<file path="src/rtl/pbg_pkg.sv">
package pbg_pkg;

    typedef enum logic [1:0] {
        MODE_TURBO = 2'd0,
        MODE_EFF1  = 2'd1,
        MODE_EFF2  = 2'd2
    } pmode_e;

    typedef enum logic {
        ST_IDLE = 1'b0,
        ST_STEP = 1'b1
    } gstate_e;

    localparam int NUM_MODES = 3;

endpackage

</file>
<file path="src/rtl/pbg_pick.sv">
module pbg_pick #(
    parameter int N        = 4,
    parameter int PW       = 8,
    parameter bit FIND_MAX = 1'b1,
    localparam int IW      = (N > 1) ? $clog2(N) : 1
) (
    input  logic [N*PW-1:0] val_i,
    input  logic [N-1:0]    elig_i,
    output logic            found_o,
    output logic [IW-1:0]   idx_o
);

    logic [PW-1:0] best;

    // Strict comparison keeps the earliest index on a tie.
    always_comb begin
        found_o = 1'b0;
        idx_o   = '0;
        best    = '0;
        for (int i = 0; i < N; i++) begin
            if (elig_i[i] &&
                (!found_o ||
                 (FIND_MAX ? (val_i[i*PW +: PW] > best) : (val_i[i*PW +: PW] < best)))) begin
                found_o = 1'b1;
                idx_o   = IW'(i);
                best    = val_i[i*PW +: PW];
            end
        end
    end

    // a reported winner is always an eligible core
    always_comb begin
        if (found_o === 1'b1) begin
            a_r4_pick_eligible: assert (elig_i[idx_o] === 1'b1);
        end
    end

endmodule

</file>
<file path="src/rtl/pbg_total.sv">
module pbg_total #(
    parameter int N  = 4,
    parameter int PW = 8,
    localparam int SW = PW + ((N > 1) ? $clog2(N) : 1)
) (
    input  logic [N*PW-1:0] val_i,
    output logic [SW-1:0]   sum_o
);

    always_comb begin
        sum_o = '0;
        for (int i = 0; i < N; i++) begin
            sum_o = sum_o + SW'(val_i[i*PW +: PW]);
        end
    end

endmodule

</file>
<file path="src/rtl/pwr_balance_gov.sv">
module pwr_balance_gov
    import pbg_pkg::*;
#(
    parameter int NCORES = 4,
    parameter int PW     = 8,
    localparam int SW    = PW + ((NCORES > 1) ? $clog2(NCORES) : 1),
    localparam int IW    = (NCORES > 1) ? $clog2(NCORES) : 1,
    localparam int TW    = NCORES * NUM_MODES * PW
) (
    input  logic                  clk,
    input  logic                  rst_n,
    input  logic                  tick_i,
    input  logic [SW-1:0]         budget_i,
    input  logic [NCORES*PW-1:0]  meas_pwr_i,
    input  logic [TW-1:0]         pred_pwr_i,
    output logic [2*NCORES-1:0]   mode_o,
    output logic                  valid_o
);

    gstate_e              state_q, state_d;
    logic [PW-1:0]        est_q   [NCORES];
    pmode_e               wmode_q [NCORES];
    logic [TW-1:0]        pred_q;
    logic [SW-1:0]        budget_q;
    logic [2*NCORES-1:0]  mode_q;
    logic                 valid_q;

    logic [NCORES*PW-1:0] est_flat;
    logic [2*NCORES-1:0]  wpack;
    logic [NCORES-1:0]    can_slow, can_speed;
    logic [SW-1:0]        total;
    logic                 hi_found, lo_found;
    logic [IW-1:0]        hi_idx, lo_idx;
    pmode_e               hi_next, lo_next;
    logic [PW-1:0]        hi_new, lo_new;
    logic [SW:0]          cand;
    logic                 over, do_demote, do_promote, any_move;

    for (genvar g = 0; g < NCORES; g++) begin : g_core
        assign est_flat[g*PW +: PW] = est_q[g];
        assign wpack[2*g +: 2]      = wmode_q[g];
        assign can_slow[g]          = (wmode_q[g] != MODE_EFF2);
        assign can_speed[g]         = (wmode_q[g] != MODE_TURBO);
    end

    pbg_total #(.N(NCORES), .PW(PW)) u_total (
        .val_i (est_flat),
        .sum_o (total)
    );

    pbg_pick #(.N(NCORES), .PW(PW), .FIND_MAX(1'b1)) u_pick_hi (
        .val_i   (est_flat),
        .elig_i  (can_slow),
        .found_o (hi_found),
        .idx_o   (hi_idx)
    );

    pbg_pick #(.N(NCORES), .PW(PW), .FIND_MAX(1'b0)) u_pick_lo (
        .val_i   (est_flat),
        .elig_i  (can_speed),
        .found_o (lo_found),
        .idx_o   (lo_idx)
    );

    // Candidate moves and their predicted effect.
    always_comb begin
        hi_next = (wmode_q[hi_idx] == MODE_EFF2) ? MODE_EFF2
                                                 : pmode_e'(wmode_q[hi_idx] + 2'd1);
        lo_next = (wmode_q[lo_idx] == MODE_TURBO) ? MODE_TURBO
                                                  : pmode_e'(wmode_q[lo_idx] - 2'd1);
        hi_new  = pred_q[(int'(hi_idx) * NUM_MODES + int'(hi_next)) * PW +: PW];
        lo_new  = pred_q[(int'(lo_idx) * NUM_MODES + int'(lo_next)) * PW +: PW];
        cand    = (SW+1)'(total) - (SW+1)'(est_q[lo_idx]) + (SW+1)'(lo_new);
        over       = (total > budget_q);
        do_demote  = over && hi_found;
        do_promote = !over && lo_found && (cand <= (SW+1)'(budget_q));
        any_move   = do_demote || do_promote;
    end

    // State register.
    always_ff @(posedge clk or negedge rst_n) begin
        if (!rst_n) state_q <= ST_IDLE;
        else        state_q <= state_d;
    end

    // Next state: start / move / publish.
    always_comb begin
        state_d = state_q;
        unique case (state_q)
            ST_IDLE: if (tick_i)    state_d = ST_STEP;
            ST_STEP: if (!any_move) state_d = ST_IDLE;
            default:                state_d = ST_IDLE;
        endcase
    end

    // Working state: capture on start, one move per step.
    always_ff @(posedge clk or negedge rst_n) begin
        if (!rst_n) begin
            for (int i = 0; i < NCORES; i++) begin
                est_q[i]   <= '0;
                wmode_q[i] <= MODE_TURBO;
            end
            pred_q   <= '0;
            budget_q <= '0;
        end else if (state_q == ST_IDLE && tick_i) begin
            for (int i = 0; i < NCORES; i++) est_q[i] <= meas_pwr_i[i*PW +: PW];
            pred_q   <= pred_pwr_i;
            budget_q <= budget_i;
        end else if (state_q == ST_STEP) begin
            if (do_demote) begin
                wmode_q[hi_idx] <= hi_next;
                est_q[hi_idx]   <= hi_new;
            end else if (do_promote) begin
                wmode_q[lo_idx] <= lo_next;
                est_q[lo_idx]   <= lo_new;
            end
        end
    end

    // Outputs: published together with a one-cycle strobe.
    always_ff @(posedge clk or negedge rst_n) begin
        if (!rst_n) begin
            mode_q  <= '0;
            valid_q <= 1'b0;
        end else begin
            valid_q <= (state_q == ST_STEP) && !any_move;
            if (state_q == ST_STEP && !any_move) mode_q <= wpack;
        end
    end

    assign mode_o  = mode_q;
    assign valid_o = valid_q;

    a_r8_valid_single: assert property (@(posedge clk) disable iff (!rst_n)
        valid_q |=> !valid_q);

    a_r8_hold_between: assert property (@(posedge clk) disable iff (!rst_n)
        !valid_q |-> $stable(mode_q));

    a_r5_promote_fits: assert property (@(posedge clk) disable iff (!rst_n)
        (state_q == ST_STEP && do_promote) |=> (total <= budget_q));

    a_r9_no_reload: assert property (@(posedge clk) disable iff (!rst_n)
        (state_q == ST_STEP) |=> ($stable(budget_q) && $stable(pred_q)));

    for (genvar g = 0; g < NCORES; g++) begin : g_chk
        a_r2_code_legal: assert property (@(posedge clk) disable iff (!rst_n)
            mode_q[2*g +: 2] != 2'd3);
    end

endmodule

</file>
<file path="config.mk">
export PLATFORM = sky130hd
export DESIGN_NAME = pwr_balance_gov
export DESIGN_NICKNAME = d
export VERILOG_FILES = /design/src/rtl/pbg_pkg.sv /design/src/rtl/pbg_pick.sv /design/src/rtl/pbg_total.sv /design/src/rtl/pwr_balance_gov.sv
export SDC_FILE = /design/constraint.sdc
export NUM_CORES = 1
export LEC_CHECK = 0
export ABC_AREA = 0
export BUFFER_PORTS_ARGS = -buffer_cell sky130_fd_sc_hd__buf_2
export CAP_MARGIN = 20
export CELL_PAD_IN_SITES_DETAIL_PLACEMENT = 2
export CELL_PAD_IN_SITES_GLOBAL_PLACEMENT = 2
export CORE_MARGIN = 4
export CORE_UTILIZATION = 39
export CTS_CLUSTER_SIZE = 20
export DETAILED_ROUTE_END_ITERATION = 6
export GPL_TIMING_DRIVEN = 0
export PLACE_DENSITY = 0.88
export SLEW_MARGIN = 40
export SYNTH_ARGS = -nofsm -noshare
export SYNTH_HDL_FRONTEND = slang
export SYNTH_SLANG_ARGS = --single-unit
</file>
<file path="constraint.sdc">
create_clock -name clk -period 33.8 [get_ports clk]
set_input_delay 0 -clock clk [delete_from_list [all_inputs] [get_ports clk]]
set_output_delay 0 -clock clk [all_outputs]
set_load 0.05 [all_outputs]
</file>
==> flow_summary.yaml, run 1 <==
grt:
  met3_usage: 0.103
  grt_pass1_vias: 15600
  use_met2: 0.724
  track_usage: 0.445
  antenna_found_initial: 3
  grt_max_degree: 70
  busiest_layer: "met2"
  grt_overflow: 0
  grt_pass1_wl_mm: 110
  grtUsageMet1: 0.525
sta:
  tightest_slew_ns: 1.03
  setup_ws_ns: 14.97
  slew_violations: 0
  hold_viol: 0
  post-route-period-util: 0.557
  fin_tns_setup_ns: 0
  fmax_mhz: 53.1
  finalSetupViolCount: 0
  rsz0062_at_grt: "no"
  finClkSkew_ns: 0.0146
  fin_crit_ns: 18.83
  max_slew_margin: 0.296
clock_network:
  cts_setup_buffers: 0
  cts_hold_buf: 138
  cts_tree: "done"
  clockBufferDepth: 2
  cts_root_buf: "clkbuf_16"
  clock_latency_ns: 0.49
  clk_pin_slew_worst_paths_ns: 0.08
  htree_levels: 4
  cts_buffers: 17
  cts.sinks: 156
  cts_resized: 0
synthesis:
  synth_seq_area_share: 0.328
  synth_cell_types: 61
  synth_edf_count: 0
  synth_flop_cell: "dfrtp_1"
  synth-async-reset-ratio: 1.00
  synth.avg_cell_area_um2: 8.93
  netlist_area_um2: 11900
  syn_inst: 1331
  synth_seq_cells: 156
  syn-num-nets: 1599
  synth_warnings: 0
place:
  dp_hpwl_mm: 39.5
  io_buffers: 149
  gp_congestion: 0.951
  place_ws_ns: 17.75
cells_and_area:
  final_common_cell: "nand2_1"
  area_delta_synth_final_pct: 28.2
  multi_input_area_um2: 7390
  drive_gt1_frac: 0.169
  layout_common_cells: "356 x nand2_1, 162 x buf_2, 156 x dfrtp_1, 138 x dlygate4sd3_1, 105 x ha_1"
  final_net_count: 1908
  ff_latch_area_um2: 3900
  fin_util: 0.510
  fillers: 3116
setup_path:
  cp_slowest_stage_delay_ns: 0.67
  cp-end-kind: "flop"
  cpMaxStageDelayCell: "clkbuf_1"
  crit_arrival_ns: 19.16
  crit_required_ns: 34.12
  cp_max_fo: 10
  start_kind: "flop"
  critical_path_class: "flop to flop"
  critPathMostFrequentCell: "ha_1"
floorplan:
  fp.dieH_um: 183
  initial_core_util: 0.398
  num_rows: 63
  ioPinCount: 150
  dieArea_um2: 33300
  coreArea_um2: 29900
  die-width_um: 183
routing:
  drtIter0Drc: 2037
  vias_per_cell: 7.12
  wl_mm: 82.5
  ant_nets: 0
  vias: 14600
  drc: 0
  first_pass_iters: 6
  routedWlPerCell_um: 40.3
worst_hold_path:
  worstHoldPathType: "input port to async pin"
flow_run:
  drv_cap: 0
run_status:
  status: "finished, final reports clean"
worst paths after layout:
check | startpoint | endpoint | slack [ns] | cells after the start
worst max-delay path | wmode_q[7]$_DFFE_PN0P_ | est_flat[6]$_DFFE_PN0P_ | 14.97 | 61
worst min-delay path | rst_n | pred_q[83]$_DFFE_PN0P_ | 0.04 | 2
worst max register to register | wmode_q[7]$_DFFE_PN0P_ | est_flat[6]$_DFFE_PN0P_ | 14.97 | 61
worst min register to register | mode_o[2]$_DFFE_PN0P_ | mode_o[2]$_DFFE_PN0P_ | 0.54 | 2
max in group asynchronous | rst_n | est_flat[29]$_DFFE_PN0P_ | 32.98 | 3
min in group clk | meas_pwr_i[29] | est_flat[29]$_DFFE_PN0P_ | 0.05 | 4
layout make-up:
class                      count  area share
clock buffer                  19      0.0291
buffer                        64      0.0176
sequential                   156       0.256
tap                          390      0.0320
timing repair buffer         290       0.144
multi-input combinational   1021       0.485
antenna                        4    0.000657
clock inverter                13      0.0141
inverter                      90      0.0222
registers in the layout, indices dropped and copies added (netlist names):
register  count
mode_o        8
valid_o       1
budget_q     10
pred_q       96
wmode_q       8
state_q       1
est_flat     32
critical path, delay by kind of cell (launching register included):
family / cells / cell delay, ns
AO/OA/AOI/OAI: 20 / 6.01
flip-flops: 1 / 0.36
multiplexers: 2 / 0.84
AND/OR/NAND/NOR: 17 / 4.00
adder cells (fa/ha/maj): 9 / 3.30
buffers and inverters: 12 / 4.00
XOR/XNOR: 1 / 0.11
layer usage:
| layer | up-vias | wire length [um] |
|---|---|---|
| li1 | 5282 | - |
| met1 | 7128 | 27800 |
| met2 | 1527 | 36300 |
| met3 | 626 | 9680 |
| met4 | 8 | 8670 |
| met5 | - | 57 |
through the flow:
step / hold slack [ns] / instances / cell area (um^2)
2_1_floorplan: -0.296 / 1331 / 11900
3_3_place_gp: 0.193 / 1870 / 13100
3_5_place_dp: -0.0731 / 1873 / 13200
4_1_cts: 0.00795 / 2043 / 15200
5_1_grt: 0.0238 / 2046 / 15200
6_report: 0.0407 / 2047 / 15200
cell usage after synthesis (20+ instances only):
cell	number	share of area
dfrtp_1	156	0.33
mux2i_1	26	0.022
o21ai_0	39	0.016
inv_1	89	0.028
clkbuf_1	46	0.015
a211oi_1	25	0.016
fa_1	22	0.037
nand2_1	356	0.11
a21oi_1	94	0.040
o22ai_1	31	0.016
ha_1	105	0.11
nor2_1	61	0.019
a21o_1	22	0.014
a22oi_1	20	0.013
mux4_2	48	0.091
kinds of logic after synthesis:
kind of cell	Yosys count	share of synthesized area
muxes	91	0.129
adders and majority gates	127	0.148
DFF	156	0.328
xor gates and xnor gates	19	0.0140
and+or+nand+nor	487	0.168
buffers and inverters	154	0.0510
AOI/OAI and AO/OA	297	0.162
Power of run 1 is left out: the tool's default activity adds up to more than one toggle a clock period on the data nets, which glitch-free logic cannot reach.
==> run 2: changes to the inputs <==
Settings changed: CORE_UTILIZATION 39 to 37, PLACE_DENSITY 0.88 to 0.84.
Clock period 33.8 ns to 17.75 ns, I/O delays scaled along.
==> flow_summary.yaml, run 2 (synthesis results as in run 1) <==
sta:
  hold_viol: 0
  post-route-period-util: 0.972
  fin_crit_ns: 17.26
  fin_tns_setup_ns: 0
  max_slew_margin: 0.374
  finalSetupViolCount: 0
  finClkSkew_ns: 0.0190
  fmax_mhz: 58.0
  tightest_slew_ns: 0.939
  slew_violations: 0
  rsz0062_at_grt: "no"
routing:
  wl_met3_mm: 4.36
  drc: 0
  wl_met2_mm: 33.0
  first_pass_iters: 5
  wl_met1_mm: 23.6
  wl_mm: 66.4
  vias_per_cell: 6.36
  drtIter0Drc: 1112
  routedWlPerCell_um: 32.3
  highest_layer: "met4"
  vias: 13100
  ant_nets: 0
place:
  dpl_cell_area_um2: 13200
  dp_hpwl_mm: 38.5
  io_buffers: 149
  gp_congestion: 0.893
setup_path:
  start_kind: "flop"
  reg2reg_depth: 63
  r2r_setup_slack_ns: 0.49
  worstReg2RegEnd: "est_flat[3]$_DFFE_PN0P_"
  cp-end-kind: "flop"
  critical_path_cell_count: 63
  crit_arrival_ns: 17.60
  cpMaxStageDelayCell: "fa_1"
  cp_slowest_stage_delay_ns: 0.66
  cp_num_buf_inv: 13
  crit_required_ns: 18.10
  reg2reg_from: "wmode_q[7]$_DFFE_PN0P_"
  critPathMostFrequentCell: "a21oi_1"
  startpoint: "wmode_q[7]$_DFFE_PN0P_"
  critical_path_class: "flop to flop"
  cp_max_fo: 10
  crit_family: "compound AO/OA/AOI/OAI gates"
  endpoint: "est_flat[3]$_DFFE_PN0P_"
floorplan:
  die-width_um: 187
  ioPinCount: 150
  fp.dieH_um: 187
  num_rows: 65
  coreArea_um2: 31600
  initial_core_util: 0.376
  dieArea_um2: 35100
flow_run:
  drv_cap: 0
cells_and_area:
  top_register: "pred_q"
  layout_common_cells: "356 x nand2_1, 162 x buf_2, 156 x dfrtp_1, 138 x dlygate4sd3_1, 105 x ha_1"
  final_common_cell: "nand2_1"
  drive_gt1_frac: 0.169
  final_net_count: 1908
  stdcell_area_um2: 15200
  fillers: 3370
  largest_reg_flops: 96
  area_delta_synth_final_pct: 28.2
clock_network:
  clock_latency_ns: 0.47
  htree_levels: 4
  cts_buffers: 17
  cts.sinks: 156
  cts_setup_buffers: 0
  clk_pin_slew_worst_paths_ns: 0.08
  cts_root_buf: "clkbuf_16"
  clockBufferDepth: 2
  cts_tree: "done"
grt:
  track_usage: 0.374
  grt_pass1_wl_mm: 99.6
  grt_pass1_vias: 15200
  grt_max_degree: 71
  antenna_found_initial: 2
  grt_overflow: 0
worst_hold_path:
  worstHoldPathType: "input port to flop"
run_status:
  status: "finished, final reports clean"
-- run 2: cell types whose count changed in the layout (fill, tap and decap cells not counted) --
cell        previous run  this run
clkbuf_2               0         2
bufinv_16              5         4
clkinv_2               1         2
clkinv_4               5         0
clkbuf_8               1         3
a211oi_1              25        24
nor3_2                 1         0
clkinvlp_4             1         3
a211oi_2               2         3
nor3_1                 8         9
diode_2                4         2
clkbuf_1              47        46
buf_16                 1         2
buf_12                 1         0
-- run 2: layout make-up --
| cell class | count | area (um^2) | share of cell area |
|---|---|---|---|
| well taps | 402 | 503 | 0.0330 |
| clock inverters | 10 | 161 | 0.0106 |
| plain buffers | 64 | 272 | 0.0178 |
| multi-input cells | 1021 | 7390 | 0.485 |
| clock buffers | 22 | 474 | 0.0311 |
| flip-flops and latches | 156 | 3900 | 0.256 |
| repair buffers | 290 | 2200 | 0.144 |
| inverters | 90 | 338 | 0.0222 |
| diodes | 2 | 5.00 | 0.000328 |
-- run 2: timing repair --
| action | 4_1_cts | 5_1_grt |
|---|---|---|
| resized for setup | 0 | 6 |
| endpoints found under the setup margin | 0 | 48 |
| hold endpoints to repair | 293 | 0 |
| hold buffers | 138 | 0 |
-- run 2: how the worst min path moves through the flow --
stage / start / end / slack [ns] / cells after the start
global route: meas_pwr_i[21] / est_flat[21]$_DFFE_PN0P_ / 0.03 / 4
finish: meas_pwr_i[21] / est_flat[21]$_DFFE_PN0P_ / 0.009 / 4
global placement: pred_pwr_i[12] / pred_q[12]$_DFFE_PN0P_ / 0.19 / 3
floorplan: rst_n / budget_q[0]$_DFFE_PN0P_ / -0.30 / 0
CTS: meas_pwr_i[29] / est_flat[29]$_DFFE_PN0P_ / 0.006 / 4
detailed placement: rst_n / pred_q[52]$_DFFE_PN0P_ / -0.09 / 1
-- run 2: stage by stage --
stage | hold WS, ns | instances | utilization | worst slack [ns]
after global placement | 0.190 | 1882 | 0.415 | 2.14
after CTS | 0.00586 | 2055 | 0.481 | 1.17
final | 0.00922 | 2057 | 0.482 | 0.494
after floorplan | -0.296 | 1331 | - | 5.29
after detailed placement | -0.0891 | 1885 | 0.418 | 1.43
after global routing | 0.0334 | 2056 | 0.482 | 0.0945
-- run 2: per-layer routing --
layer,GRT usage,vias up
li1,-,5291
met1,0.409,6624
met2,0.660,812
met3,0.0689,347
met4,0.250,0
met5,0,-
-- run 2: worst reg2reg max path, delay by kind of cell, from the launching register on --
kind | cells | cell delay, ns
AO/OA/AOI/OAI | 23 | 5.64
buffers and inverters | 13 | 3.76
AND/OR/NAND/NOR | 15 | 3.63
adder cells (fa/ha/maj) | 9 | 3.03
multiplexers | 2 | 0.58
flip-flops | 1 | 0.34
XOR/XNOR | 1 | 0.16
Power of run 2 is left out for the same reason.
